===== config.mk =====
export PLATFORM = sky130hd
export DESIGN_NAME = bus_handoff_ctrl
export DESIGN_NICKNAME = d
export VERILOG_FILES = /design/src/rtl/bho_pkg.sv /design/src/rtl/handoff_fsm.sv /design/src/rtl/flush_drv.sv /design/src/rtl/ack_dec.sv /design/src/rtl/bus_handoff_ctrl.sv
export SDC_FILE = /design/constraint.sdc
export NUM_CORES = 1
export LEC_CHECK = 0
export BUFFER_PORTS_ARGS = -buffer_cell sky130_fd_sc_hd__buf_2
export CAP_MARGIN = 20
export CORE_MARGIN = 1
export CORE_UTILIZATION = 40
export CTS_CLUSTER_SIZE = 16
export DETAILED_ROUTE_END_ITERATION = 8
export GPL_TIMING_DRIVEN = 0
export PLACE_DENSITY = 0.69
export SYNTH_ARGS = -nofsm -noshare
export SYNTH_HDL_FRONTEND = slang
export SYNTH_SLANG_ARGS = --single-unit

===== constraint.sdc =====
create_clock -name clk -period 2.1 [get_ports clk]
set_input_delay 0.42 -clock clk [delete_from_list [all_inputs] [get_ports clk]]
set_output_delay 0.42 -clock clk [all_outputs]
set_load 0.01 [all_outputs]

===== src/rtl/bho_pkg.sv =====
package bho_pkg;

    typedef enum logic [1:0] {
        WK_BRIDGE = 2'd0,
        WK_MASTER = 2'd1,
        WK_DMA    = 2'd2
    } win_kind_e;

    typedef enum logic [2:0] {
        ST_IDLE         = 3'd0,
        ST_HOLD_REQ     = 3'd1,
        ST_FLUSH_PULSE  = 3'd2,
        ST_FLUSH_WAIT   = 3'd3,
        ST_FLUSH_RESUME = 3'd4,
        ST_GRANT        = 3'd5,
        ST_RELEASE      = 3'd6
    } ho_state_e;

    // Values 0 and 3, or no valid request, mean the bridge itself.
    function automatic win_kind_e decode_kind(input logic valid, input logic [1:0] kind);
        if (!valid) return WK_BRIDGE;
        case (kind)
            2'd1:    return WK_MASTER;
            2'd2:    return WK_DMA;
            default: return WK_BRIDGE;
        endcase
    endfunction

endpackage


===== src/rtl/handoff_fsm.sv =====
module handoff_fsm
    import bho_pkg::*;
#(
    parameter int ID_W = 3
) (
    input  logic            clk,
    input  logic            rst_n,
    input  win_kind_e       live_kind_i,
    input  logic [ID_W-1:0] live_id_i,
    input  logic            bridge_req_i,
    input  logic            hold_ack_i,
    input  logic            flush_in_i,
    output ho_state_e       state_o,
    output logic            hold_o,
    output win_kind_e       win_kind_o,
    output logic [ID_W-1:0] win_id_o
);

    ho_state_e       state_q, state_d;
    win_kind_e       win_kind_q;
    logic [ID_W-1:0] win_id_q;
    logic            ext_req;

    assign ext_req = (live_kind_i != WK_BRIDGE);

    // State register and winner freeze
    always_ff @(posedge clk) begin
        if (!rst_n) begin
            state_q    <= ST_IDLE;
            win_kind_q <= WK_BRIDGE;
            win_id_q   <= '0;
        end else begin
            state_q <= state_d;
            if (state_q == ST_HOLD_REQ && hold_ack_i) begin
                win_kind_q <= live_kind_i;
                win_id_q   <= live_id_i;
            end
        end
    end

    // Next-state logic
    always_comb begin
        state_d = state_q;
        unique case (state_q)
            ST_IDLE:         if (ext_req) state_d = ST_HOLD_REQ;
            ST_HOLD_REQ:     if (hold_ack_i) state_d = ext_req ? ST_FLUSH_PULSE : ST_RELEASE;
            ST_FLUSH_PULSE:  state_d = ST_FLUSH_WAIT;
            ST_FLUSH_WAIT:   if (!flush_in_i) state_d = ST_FLUSH_RESUME;
            ST_FLUSH_RESUME: state_d = ST_GRANT;
            ST_GRANT:        if (bridge_req_i || !ext_req) state_d = ST_RELEASE;
            ST_RELEASE:      if (!hold_ack_i) state_d = ST_IDLE;
            default:         state_d = ST_IDLE;
        endcase
    end

    // Outputs
    always_comb begin
        unique case (state_q)
            ST_HOLD_REQ, ST_FLUSH_PULSE, ST_FLUSH_WAIT,
            ST_FLUSH_RESUME, ST_GRANT: hold_o = 1'b1;
            default:                   hold_o = 1'b0;
        endcase
    end

    assign state_o    = state_q;
    assign win_kind_o = win_kind_q;
    assign win_id_o   = win_id_q;

    p_hold_on_req_r2: assert property (@(posedge clk) disable iff (!rst_n)
        (state_q == ST_IDLE && ext_req) |=> hold_o);

    p_bridge_win_r4: assert property (@(posedge clk) disable iff (!rst_n)
        (state_q == ST_HOLD_REQ && hold_ack_i && !ext_req) |=> !hold_o);

    p_preempt_r9: assert property (@(posedge clk) disable iff (!rst_n)
        (state_q == ST_GRANT && bridge_req_i) |=> !hold_o);

    p_release_wait_r10: assert property (@(posedge clk) disable iff (!rst_n)
        (state_q == ST_RELEASE && hold_ack_i) |=> !hold_o);

endmodule


===== src/rtl/flush_drv.sv =====
module flush_drv
    import bho_pkg::*;
(
    input  logic      clk,
    input  logic      rst_n,
    input  ho_state_e state_i,
    output logic      flush_oe_o,
    output logic      flush_out_o
);

    always_comb begin
        flush_oe_o  = 1'b1;
        flush_out_o = 1'b0;
        unique case (state_i)
            ST_FLUSH_PULSE: flush_out_o = 1'b1;
            ST_FLUSH_WAIT:  flush_oe_o  = 1'b0;
            default:        ;
        endcase
    end

    p_pulse_single_r5: assert property (@(posedge clk) disable iff (!rst_n)
        (flush_oe_o && flush_out_o) |=> !flush_oe_o);

endmodule


===== src/rtl/ack_dec.sv =====
module ack_dec
    import bho_pkg::*;
#(
    parameter int NUM_MST = 8,
    parameter int NUM_DMA = 8,
    parameter int ID_W    = 3
) (
    input  logic               clk,
    input  logic               rst_n,
    input  logic               grant_i,
    input  win_kind_e          kind_i,
    input  logic [ID_W-1:0]    id_i,
    output logic [NUM_MST-1:0] mst_ack_o,
    output logic [NUM_DMA-1:0] dma_ack_o
);

    for (genvar i = 0; i < NUM_MST; i++) begin : g_mst
        assign mst_ack_o[i] = grant_i && (kind_i == WK_MASTER) && (id_i == ID_W'(i));
    end

    for (genvar j = 0; j < NUM_DMA; j++) begin : g_dma
        assign dma_ack_o[j] = grant_i && (kind_i == WK_DMA) && (id_i == ID_W'(j));
    end

    p_ack_onehot_r7: assert property (@(posedge clk) disable iff (!rst_n)
        $onehot0({mst_ack_o, dma_ack_o}));

endmodule


===== src/rtl/bus_handoff_ctrl.sv =====
module bus_handoff_ctrl
    import bho_pkg::*;
#(
    parameter int NUM_MST = 8,
    parameter int NUM_DMA = 8,
    parameter int ID_W    = 3
) (
    input  logic               clk,
    input  logic               rst_n,
    input  logic               arb_valid_i,
    input  logic [1:0]         arb_kind_i,
    input  logic [ID_W-1:0]    arb_id_i,
    input  logic               bridge_req_i,
    output logic               hold_o,
    input  logic               hold_ack_i,
    output logic               flush_oe_o,
    output logic               flush_out_o,
    input  logic               flush_in_i,
    output logic [NUM_MST-1:0] mst_ack_o,
    output logic [NUM_DMA-1:0] dma_ack_o
);

    ho_state_e       state;
    win_kind_e       live_kind;
    win_kind_e       win_kind;
    logic [ID_W-1:0] win_id;
    logic            any_ack;

    assign live_kind = decode_kind(arb_valid_i, arb_kind_i);

    handoff_fsm #(.ID_W(ID_W)) u_fsm (
        .clk          (clk),
        .rst_n        (rst_n),
        .live_kind_i  (live_kind),
        .live_id_i    (arb_id_i),
        .bridge_req_i (bridge_req_i),
        .hold_ack_i   (hold_ack_i),
        .flush_in_i   (flush_in_i),
        .state_o      (state),
        .hold_o       (hold_o),
        .win_kind_o   (win_kind),
        .win_id_o     (win_id)
    );

    flush_drv u_flush (
        .clk         (clk),
        .rst_n       (rst_n),
        .state_i     (state),
        .flush_oe_o  (flush_oe_o),
        .flush_out_o (flush_out_o)
    );

    ack_dec #(.NUM_MST(NUM_MST), .NUM_DMA(NUM_DMA), .ID_W(ID_W)) u_ack (
        .clk       (clk),
        .rst_n     (rst_n),
        .grant_i   (state == ST_GRANT),
        .kind_i    (win_kind),
        .id_i      (win_id),
        .mst_ack_o (mst_ack_o),
        .dma_ack_o (dma_ack_o)
    );

    assign any_ack = (|mst_ack_o) || (|dma_ack_o);

    p_resume_drive_r6: assert property (@(posedge clk) disable iff (!rst_n)
        (!flush_oe_o && !flush_in_i) |=> (flush_oe_o && !flush_out_o));

    p_ack_after_flush_r6: assert property (@(posedge clk) disable iff (!rst_n)
        any_ack |-> (flush_oe_o && !flush_out_o));

    p_ack_needs_hold_r7: assert property (@(posedge clk) disable iff (!rst_n)
        any_ack |-> (hold_o && hold_ack_i));

    p_ack_drop_r8: assert property (@(posedge clk) disable iff (!rst_n)
        (any_ack && !arb_valid_i) |=> (!any_ack && !hold_o));

endmodule


# After elaboration in Yosys (flattened, before gate mapping)
# Cells that the tools add are included.
# Widths: inputs -> output; s select.
# op_classes
add_sub_neg,0
multipliers,0
div,0
magnitude_cmp,0
n_eq_ne,22
shifts,0
n_mux,12
bitwise_logic,0
n_reduce_logical,26
# op_table
cell,count
$eq 3x3->1 const B,7
$pmux 3 s7,1
$logic_and 1x1->1,19
$mux 3,6
$eq 3x2->1 const B,4
$ne 2x2->1 const B,4
$eq 3x1->1 const B,2
$logic_not 3->1,2
$reduce_and 5->1,1
$reduce_or 5->1,1
$eq 2x1->1 const B,2
$eq 2x2->1 const B,2
$pmux 2 s2,1
$mux 1,3
$mux 2,1
$ne 2x1->1 const B,1
$reduce_bool 2->1,1
$logic_not 1->1,1
$logic_or 1x1->1,1
# totals
regBits,8
latch_bits,0
ramBits,0
mem_bits_ro,0
inputBits,11
word_cells,63
n_memories,0

# Logic depth before layout (Yosys ltp)
# logic_depth
depth_word,8
mapped_depth,5

# Hierarchy
# A second synthesis with hierarchy kept.
# unflattened
hier_cells,71
hier_area_um2,581.8
# by_module_without_submodules
module,n_inst,cells_each,area_each_um2
handoff_fsm,1,43,414.1
ack_dec,1,23,121.4
bus_handoff_ctrl,1,3,26.3
flush_drv,1,2,20.0

# Worst setup path before layout
# OpenSTA, ideal clock, no wires.
# synth_timing
path_kind,reg2out
from,register u_fsm.state_q[0] (netlist: u_fsm.state_o[0])
to,output port mst_ack_o[0]
t_arrival_ns,1.215
path_slack_ns,0.465
path_stages_with_launch,6
n_path_buf,1
cell_sequence,dfxtp_1 > buf_6 > nand2_4 > nor4b_4 > nand2b_2 > nor3_1
# synth_between
elab_chain_cells,3
# synth_rtl
element,line_no,rtl
"start, declared",handoff_fsm.sv:19,"ho_state_e state_q, state_d;"
"start signal, assigned",handoff_fsm.sv:33,state_q <= state_d;
$eq 3x3->1,bus_handoff_ctrl.sv:56,".grant_i (state == ST_GRANT),"
$logic_and 1x1->1 (2 in series),ack_dec.sv:18,assign mst_ack_o[i] = grant_i && (kind_i == WK_MASTER) && (id_i == ID_W'(i));
"end, declared",bus_handoff_ctrl.sv:19,"output logic [NUM_MST-1:0] mst_ack_o,"
# Every way passes these cells.

# Final worst setup path
# layout_timing
from,register u_fsm.state_q[1] (netlist: u_fsm.state_o[1])
to,output port mst_ack_o[0]
# Same word-level chain as after synthesis.

==> impl_metrics.tcl <==
set metrics [dict create \
    outcome "finished clean" \
    multi_input_area_um2 438 \
    avgRoutedWirePerCell_um 11.6 \
    critPathMaxFanout 10 \
    regArea_um2 161 \
    place_inst 122 \
    grt_pass1_wl_mm 2.19 \
    period_needed_ns 1.94 \
    syn_to_final_growth_pct 29.6 \
    fmax_ghz 0.516 \
    max-vdd-ir-drop_mv 0.403 \
    finalSetupViolations 0 \
    track_usage_pct 16.1 \
    cp.required_ns 1.68 \
    die_area_mm2 0.00175 \
    cts_buffers 3 \
    final_cell_mix "30 x buf_2, 13 x nor2_1, 7 x dfxtp_1" \
    core_mm2 0.00138 \
    cts_tree "built" \
    antenna_cells 0 \
    routabilityCongestion 0.850 \
    grt_overflow 0 \
    ys_top_cells_by_area "dfxtp_1 25%, nor2_1 7.7%, nor4b_4 7.5%" \
    fin_skew_ns 0.00686 \
    synth_area_per_cell_um2 8.12 \
    synth_cell_types 30 \
    ant_nets 0 \
    die_w_um 41.8 \
    syn-cell-area_um2 633 \
    dr.first_iter.drc_count 13 \
    cp-end-kind "primary output" \
    syn_inst 78 \
    detailed_place_hpwl_mm 1.16 \
    cpMostUsedCell "buf_2" \
    clk_pin_slew_ns 0.06 \
    slowest_delay_ns 0.34 \
    ys_seq_elements 8 \
    slew_violations 0 \
    final_cells 125 \
    dieHeight_um 41.8 \
    cts_hold_buf 0 \
    grt_max_degree 11 \
    drive_gt1_share_pct 42.7 \
    yosysTopAreaCell "dfxtp_1" \
    yosysTopAreaCellShare_pct 25.3 \
    postCtsSetupBuffers 0 \
    place_ws_ns 0.360 \
    ios 30 \
    vias 670 \
    path_delay_family "simple AND/OR/NAND/NOR gates" \
    cts_buffer_depth 2 \
    critPathSlowestCell "nor4b_4" \
    drc 0 \
    cp.buffers_inverters 2 \
    worst_slew_pin_slew_ns 0.288 \
    grt_setup_unrepaired "no" \
    post_cts_resized 0 \
    num-nets-final 123 \
    start_util_pct 45.8 \
    postLayoutCoreUtil_pct 59.4 \
    grt_pass1_vias 522 \
    setup_ws_ns 0.163 \
    finalHoldViolCount 0 \
    cap_viol_max_count 0 \
    via_per_inst 5.36 \
    ys_warn_count 0 \
    final_common_cell "buf_2" \
    seq_area_frac_synth_pct 25.3 \
    hp-class "in2reg" \
    n_fill_cell 133 \
    antenna_found_initial 0 \
    syn-num-nets 89 \
    path_cells "buf_2, nor4b_4, nand2b_2, nor3_1, buf_2" \
    startpoint_type "register" \
    clock_sinks 8 \
    firstDrtPassIters 4 \
    finalSetupTns_ns 0 \
    rows 13 \
    worstSkewPairLatency_ns 0.26 \
    cts.root.buffer_cell "clkbuf_4" \
    htreeDepth 1 \
    power_density_mw_per_mm2 556 \
    place.port_buffers 29 \
    relSlewSlack_pct 80.8 \
    critPathKind "reg2out" \
    leakage_nw 0.358 \
    arrival_ns 1.52 \
    drt_wl_total_mm 1.45 \
    fin_crit_sh_pct 92.2 \
]
## kinds of logic (layout without fill, tap and decap cells)
logic type             after synthesis  count (layout)  synth area share [%]
XOR/XNOR                             1               1                  1.38
multiplexers                         3               3                  4.74
AND/OR/NAND/NOR                     44              44                  47.2
flip-flops                           8               8                  25.3
AO/OA/AOI/OAI                       16              16                  15.8
buffers and inverters                6              38                  5.53
## layout make-up
type                       count  share of cell area (%)
buffer                         3                    2.90
timing repair buffer          29                    17.7
inverter                       3                    1.37
tap                           15                    2.29
multi-input combinational     64                    53.4
clock buffer                   3                    2.74
sequential                     8                    19.7
## path summary, 6_finish.rpt
kind                                     from                          endpoint  slack, ns  cells after the start
max             u_fsm.state_o[1]$_SDFFE_PN0P_                      mst_ack_o[0]       0.16                      5
min                               arb_id_i[2]    u_fsm.win_id_o[2]$_SDFFE_PN0P_       0.43                      3
max reg2reg     u_fsm.state_o[2]$_SDFFE_PN0P_    u_fsm.win_id_o[0]$_SDFFE_PN0P_       0.87                      5
min reg2reg  u_fsm.win_kind_o[1]$_SDFFE_PN0P_  u_fsm.win_kind_o[1]$_SDFFE_PN0P_       0.53                      2
## worst min-delay path: cells and delay by family
kind | cells | cell delay, ns
buffers and inverters | 1 | 0.08
and+or+nand+nor | 1 | 0.09
muxes | 1 | 0.06
## metal layers
metal	wire (um)	up-vias	GRT usage, %
li1	-	339	-
met1	705	309	22.5
met2	662	22	23.8
met3	85	0	6.52
met4	0	0	1.94
met5	0	-	0
## registers in the layout, indices dropped and copies added (netlist names)
signal and cells:
u_fsm.state_o 3, u_fsm.win_id_o 3, u_fsm.win_kind_o 2
## cells in the mapped netlist (all sizes together)
cell,number
nor2,14
dfxtp,8
nor3,7
nand2,6
nand2b,6
o21ai,5
a21oi,4
buf,3
inv,3
mux2i,3
nor2b,3
a21boi,2
nand3,2
nand4b,2
nor4b,2
o211ai,2
a31oi,1
and2b,1
nand3b,1
o2111ai,1
o211a,1
xor2,1
## per-stage QoR
step | area, um2 | total power [mW] | hold WS, ns
after floorplan | 633 | 0.298 | 0.500
after global placement | 797 | 0.337 | 0.523
after global routing | 821 | 0.486 | 0.418
final | 821 | 0.456 | 0.426
after detailed placement | 797 | 0.340 | 0.535
after CTS | 820 | 0.458 | 0.428
## where the power goes
group | switching, mW | total (mW) | internal [mW]
Clock | 0.0525 | 0.118 | 0.0654
Combinational | 0.0880 | 0.156 | 0.0681
Sequential | 0.0151 | 0.182 | 0.167
Total | 0.156 | 0.456 | 0.301
Note: power is estimated with default switching activity, not from simulation.
